**src/rtl/md_pkg.sv**
```systemverilog
package md_pkg;
    typedef enum logic [1:0] {
        OP_MULS = 2'b00,
        OP_MULU = 2'b01,
        OP_DIVS = 2'b10,
        OP_DIVU = 2'b11
    } md_op_e;

    typedef enum logic [1:0] {
        ST_IDLE  = 2'b00,
        ST_SETUP = 2'b01,
        ST_ITER  = 2'b10
    } md_state_e;
endpackage

```
**src/rtl/md_ctrl.sv**
```systemverilog
module md_ctrl
    import md_pkg::*;
#(
    parameter int ITERS = 32
) (
    input  logic clk,
    input  logic rst_n,
    input  logic start,
    output logic accept,
    output logic load,
    output logic step,
    output logic finish,
    output logic busy
);
    localparam int CW = (ITERS > 1) ? $clog2(ITERS) : 1;

    md_state_e state, state_nxt;
    logic [CW-1:0] cnt;
    logic last;

    assign last = (cnt == CW'(ITERS - 1));

    // state register
    always_ff @(posedge clk or negedge rst_n) begin
        if (!rst_n) begin
            state <= ST_IDLE;
            cnt   <= '0;
        end else begin
            state <= state_nxt;
            if (state == ST_ITER) cnt <= cnt + 1'b1;
            else                  cnt <= '0;
        end
    end

    // transitions: accept, launch, step, finish
    always_comb begin
        state_nxt = state;
        unique case (state)
            ST_IDLE:  if (start) state_nxt = ST_SETUP;
            ST_SETUP: state_nxt = ST_ITER;
            ST_ITER:  if (last) state_nxt = ST_IDLE;
            default:  state_nxt = ST_IDLE;
        endcase
    end

    // outputs
    always_comb begin
        accept = 1'b0;
        load   = 1'b0;
        step   = 1'b0;
        finish = 1'b0;
        busy   = 1'b0;
        unique case (state)
            ST_IDLE:  accept = start;
            ST_SETUP: begin load = 1'b1; busy = 1'b1; end
            ST_ITER:  begin step = 1'b1; busy = 1'b1; finish = last; end
            default:  ;
        endcase
    end
endmodule

```
**src/rtl/md_core.sv**
```systemverilog
module md_core #(
    parameter int W = 32
) (
    input  logic         clk,
    input  logic         rst_n,
    input  logic         load,
    input  logic         step,
    input  logic         is_div,
    input  logic [W-1:0] a_mag,
    input  logic [W-1:0] b_mag,
    output logic [W-1:0] nxt_hi,
    output logic [W-1:0] nxt_lo
);
    localparam int DW = 2 * W;

    logic [DW-1:0] acc, acc_nxt;
    logic [W-1:0]  opnd;
    logic [W:0]    sum, rsh, trial;

    always_comb begin
        // multiply: conditional add into upper half, then shift right
        sum   = {1'b0, acc[DW-1:W]} + (acc[0] ? {1'b0, opnd} : '0);
        // divide: shift remainder/quotient left, try subtracting divisor
        rsh   = {acc[DW-1:W], acc[W-1]};
        trial = rsh - {1'b0, opnd};
        if (is_div) begin
            if (trial[W]) acc_nxt = {rsh[W-1:0], acc[W-2:0], 1'b0};
            else          acc_nxt = {trial[W-1:0], acc[W-2:0], 1'b1};
        end else begin
            acc_nxt = {sum, acc[W-1:1]};
        end
    end

    always_ff @(posedge clk or negedge rst_n) begin
        if (!rst_n) begin
            acc  <= '0;
            opnd <= '0;
        end else if (load) begin
            acc  <= {{W{1'b0}}, (is_div ? a_mag : b_mag)};
            opnd <= is_div ? b_mag : a_mag;
        end else if (step) begin
            acc  <= acc_nxt;
        end
    end

    assign nxt_hi = acc_nxt[DW-1:W];
    assign nxt_lo = acc_nxt[W-1:0];
endmodule

```
**src/rtl/md_fix.sv**
```systemverilog
module md_fix #(
    parameter int W = 32
) (
    input  logic         is_div,
    input  logic         neg_res,
    input  logic         neg_rem,
    input  logic [W-1:0] raw_hi,
    input  logic [W-1:0] raw_lo,
    output logic [W-1:0] fix_hi,
    output logic [W-1:0] fix_lo
);
    logic [2*W-1:0] prod_neg;

    assign prod_neg = -{raw_hi, raw_lo};

    always_comb begin
        if (is_div) begin
            fix_lo = neg_res ? -raw_lo : raw_lo;
            fix_hi = neg_rem ? -raw_hi : raw_hi;
        end else if (neg_res) begin
            fix_hi = prod_neg[2*W-1:W];
            fix_lo = prod_neg[W-1:0];
        end else begin
            fix_hi = raw_hi;
            fix_lo = raw_lo;
        end
    end
endmodule

```
**src/rtl/muldiv_hilo.sv**
```systemverilog
module muldiv_hilo
    import md_pkg::*;
#(
    parameter int W     = 32,
    parameter int ITERS = 32
) (
    input  logic         clk,
    input  logic         rst_n,
    input  logic         start,
    input  logic [1:0]   op,
    input  logic [W-1:0] opa,
    input  logic [W-1:0] opb,
    output logic         busy,
    output logic         done,
    output logic [W-1:0] hi,
    output logic [W-1:0] lo
);
    logic         accept, load, step, finish;
    md_op_e       op_q;
    logic [W-1:0] a_q, b_q, a_mag, b_mag;
    logic         sgn, is_div, a_neg, b_neg;
    logic [W-1:0] raw_hi, raw_lo, fix_hi, fix_lo;

    md_ctrl #(.ITERS(ITERS)) u_ctrl (
        .clk(clk), .rst_n(rst_n), .start(start),
        .accept(accept), .load(load), .step(step),
        .finish(finish), .busy(busy)
    );

    always_ff @(posedge clk or negedge rst_n) begin
        if (!rst_n) begin
            op_q <= OP_MULU;
            a_q  <= '0;
            b_q  <= '0;
        end else if (accept) begin
            op_q <= md_op_e'(op);
            a_q  <= opa;
            b_q  <= opb;
        end
    end

    assign is_div = (op_q == OP_DIVS) || (op_q == OP_DIVU);
    assign sgn    = (op_q == OP_MULS) || (op_q == OP_DIVS);
    assign a_neg  = sgn & a_q[W-1];
    assign b_neg  = sgn & b_q[W-1];
    assign a_mag  = a_neg ? -a_q : a_q;
    assign b_mag  = b_neg ? -b_q : b_q;

    md_core #(.W(W)) u_core (
        .clk(clk), .rst_n(rst_n), .load(load), .step(step),
        .is_div(is_div), .a_mag(a_mag), .b_mag(b_mag),
        .nxt_hi(raw_hi), .nxt_lo(raw_lo)
    );

    md_fix #(.W(W)) u_fix (
        .is_div(is_div), .neg_res(a_neg ^ b_neg), .neg_rem(a_neg),
        .raw_hi(raw_hi), .raw_lo(raw_lo),
        .fix_hi(fix_hi), .fix_lo(fix_lo)
    );

    always_ff @(posedge clk or negedge rst_n) begin
        if (!rst_n) begin
            hi   <= '0;
            lo   <= '0;
            done <= 1'b0;
        end else begin
            done <= finish;
            if (finish) begin
                hi <= fix_hi;
                lo <= fix_lo;
            end
        end
    end
endmodule

```
**config.mk**
```make
export PLATFORM = sky130hd
export DESIGN_NAME = muldiv_hilo
export DESIGN_NICKNAME = d
export VERILOG_FILES = /design/src/rtl/md_pkg.sv /design/src/rtl/md_ctrl.sv /design/src/rtl/md_core.sv /design/src/rtl/md_fix.sv /design/src/rtl/muldiv_hilo.sv
export SDC_FILE = /design/constraint.sdc
export NUM_CORES = 1
export LEC_CHECK = 0
export BUFFER_PORTS_ARGS = -buffer_cell sky130_fd_sc_hd__clkbuf_2
export CORE_MARGIN = 3
export CORE_UTILIZATION = 50
export CTS_CLUSTER_DIAMETER = 50
export CTS_CLUSTER_SIZE = 25
export DETAILED_ROUTE_END_ITERATION = 16
export GPL_TIMING_DRIVEN = 0
export PLACE_DENSITY = 0.68
export SYNTH_ARGS = -nofsm -noshare
export SYNTH_HDL_FRONTEND = slang
export SYNTH_SLANG_ARGS = --single-unit
```
**constraint.sdc**
```tcl
create_clock -name clk -period 11.35 [get_ports clk]
set_input_delay 2.8375 -clock clk [delete_from_list [all_inputs] [get_ports clk]]
set_output_delay 2.8375 -clock clk [all_outputs]
set_load 0.01 [all_outputs]
```
==> key figures <==
Worst setup path
  – Critical Path AT: about 7.5 ns
  – Worst path max stage delay: 0.73 ns
  – Crit path launch type: flip-flop
  – CP max-delay cell: o32ai_1
  – Crit path kind: reg2reg
  – CP delay by family, top: compound AO/OA/AOI/OAI gates
  – Critical path, cell by cell: inv_1, ha_1, fa_1, nand2b_1, a21oi_1, o2111a_1, o211ai_2, a21oi_4, nor2_1, a21oi_1, ha_1, nand2_1, nor2_1, and3_1, nand2b_1, nor3_1, nand2_1, o32ai_1, a21boi_1, o2111ai_1, a21o_1
  – CP Buf/Inv Count: 1
  – Critical Path Stages: 21
  – Critical path capture point type: flip-flop
  – CP max FO: 9
  – Worst Reg-to-Reg Cells: 21
  – CP required: 11.80 ns

Hold path
  – Tightest Hold Check Type: reg2reg
  – Hold Crit Depth: 1

Timing
  – Hold Fails Final Rpt: 0
  – Setup violations, final: 0
  – Slew Limit Fails: 0
  – Unrepaired setup endpoints after global routing: no
  – Clock period minus worst slack: 7.01 ns
  – Final setup TNS: 0 ns
  – Clock skew after layout: 0.0321 ns
  – Slew HR: 0.308
  – Crit share post-route: 0.618
  – Fmax: 0.143 GHz
  – Slew @ Worst Pin: 1.03 ns

Floorplanning
  – Die X-Extent: 197 um
  – Die area: 39000 sq um
  – Number of top-level pins: 135
  – Std-Cell Rows: 69
  – Die Ht: a little under 200 um
  – Initial Util: 0.511
  – Core Region: between 30000 and 40000 sq um

Synth
  – Syn avg cell area: about 8.3 sq um
  – Post-synth top flop: dfrtp_1
  – #FFs+latches synth: 234
  – Netlist cell types: 101
  – Synthesized cell area: ~18000 sq um
  – Yosys top cell area share: 0.318
  – Synth Net Count: 2347
  – Synth Instances: approximately 2200
  – Register area share after synthesis: 0.320
  – Area leader, netlist: dfrtp_1
  – Ys async rst share: 1.00
  – Synth top area cells: dfrtp_1, o21ai_0, nand2_1
  – Post-synth EDFFs: 0
  – Synth warn: 0

Route
  – Overall routed net length: 71.9 mm
  – First-pass iteration count of the detailed router: 5
  – Drt wl/cell: 25.1 um
  – Antenna-violating nets left: 0
  – Drt via density: 6.44
  – Vias post-DR: 18400
  – # DRC: 0
  – First-iteration detailed-routing DRC count: 1905

Global routing
  – First-pass GRT wire length: 108 mm
  – GRT Resource Usage Total: 0.364
  – Vias in the first global route: 17800
  – Remaining global-route overflow: 0
  – Gr busiest metal: met2
  – Met3 GRT Util: 0.0764
  – Grt met2 use: 0.587
  – Largest net degree at the start of global routing: 92
  – Initial antenna violation count: 2
  – Met1 GRT Util: 0.458

Finish
  – Final nets: 2520
  – Most frequent cells in the layout: nand2_1, dfrtp_1, o21ai_0, nor2_1, a21oi_1
  – Layout cells sized above 1: 0.146
  – Antenna cells: 0
  – Most common cell after layout, fill and taps aside: nand2_1
  – Fillers: 3276
  – Syn-to-layout area delta: 13.6%

Placement
  – Port Buffers: 134
  – Final Wtd Congestion: approximately 1.1
  – Hpwl dp: roughly 57 mm

Clock tree
  – Post-CTS Setup Inserts: 0
  – Root Buffer: clkbuf_16
  – H-tree levels: 2
  – Total CTS buffers: 35
  – CTS Hold Buffers Added: 0
  – CTS tree: done
  – Clk Latency, worst-skew pair: 0.56 ns
  – CTS Sinks: about 230
  – Clk buf depth: 3
  – Reg clk slew, reported paths: 0.06 ns
  – Post-CTS resize count: 0

Flow run
  – Max-Cap Viols: 0

Outcome
  – Status: finished, final reports clean
## per-layer routing
metal  vias to the layer above  share of wire
met4                         2          0.067
li1                       8322              -
met1                      8866           0.40
met2                       956           0.45
met5                         -        0.00018
met3                       261          0.079
## registers in the layout, summed over array words and instances, names as in the netlist
signal and count:
u_ctrl.state 2, lo 32, a_q 32, u_core.acc 64
u_core.opnd 32, u_ctrl.cnt 5, done 1, op_q 2
hi 32, b_q 32
## final cells by class
type | instances | area (sq um) | share of cell area
multi-input combinational | 1779 | 11700 | 0.563
sequential | 234 | 5860 | 0.281
clock buffer | 37 | 893 | 0.0429
timing repair buffer | 136 | 734 | 0.0353
tap | 461 | 577 | 0.0277
buffer | 117 | 473 | 0.0227
clock inverter | 24 | 293 | 0.0141
inverter | 71 | 267 | 0.0128
## metrics by stage
stage	area [sq um]	utilization	cells	setup slack (ns)	hold WS, ns
CTS	20800	0.581	2859	4.63	0.465
finish	20800	0.581	2859	4.34	0.467
global route	20800	0.581	2859	4.14	0.483
global placement	19600	0.546	2796	2.63	0.447
detailed placement	19600	0.548	2798	4.68	0.457
floorplan	18300	-	2201	6.52	0.432
## Yosys cell counts, types with 8 or more instances
master and n:
nand2_1 269, dfrtp_1 233, o21ai_0 211, nor2_1 188, a21oi_1 168, clkbuf_1 86
xnor2_1 82, mux2_2 79, xor2_1 77, ha_1 75, inv_1 70, mux2i_1 46
o211ai_1 45, and2_1 43, nor3_1 38, nand3_1 30, a21o_1 24, a31oi_1 24
nor4_1 24, nand4_1 23, o21a_1 22, a211oi_1 20, o2bb2ai_1 18, nand2b_1 17
o21ai_1 16, buf_2 15, or3_1 15, buf_1 14, o31ai_1 14, or2_2 13
and3_1 12, a22o_1 11, o22ai_1 10, nor3b_1 9, a211o_1 8, nor2b_1 8
## worst register-to-register path, delay by kind of cell, from the launching register on
family	cells	cell delay, ns
buf+inv	1	0.10
flops	1	0.52
compound gates	9	3.55
simple gates	8	1.79
fa+ha+maj	3	0.93
## logic make-up (layout without fill, tap and decap cells)
kind of cell,after synthesis,in the layout,synth area share
AOI/OAI and AO/OA,696,696,0.248
adders and majority gates,77,77,0.0534
and+or+nand+nor,718,718,0.185
xor gates and xnor gates,159,159,0.0760
DFF,234,234,0.320
muxes,129,129,0.0782
buffers and inverters,188,385,0.0404
## path summary, 6_finish.rpt
kind / from / endpoint / slack, ns
max: u_core.acc[31]$_DFFE_PN0P_ / hi[30]$_DFFE_PN0P_ / 4.34
min: u_ctrl.cnt[0]$_DFF_PN0_ / u_ctrl.cnt[0]$_DFF_PN0_ / 0.47
max reg2reg: u_core.acc[31]$_DFFE_PN0P_ / hi[30]$_DFFE_PN0P_ / 4.34
min reg2reg: u_ctrl.cnt[0]$_DFF_PN0_ / u_ctrl.cnt[0]$_DFF_PN0_ / 0.47
max in group asynchronous: rst_n / u_core.acc[17]$_DFFE_PN0P_ / 8.21
min in group asynchronous: rst_n / u_core.acc[52]$_DFFE_PN0P_ / 2.29
Power is left out: the tool's default activity adds up to more than one toggle a clock period on the data nets, which glitch-free logic cannot reach.
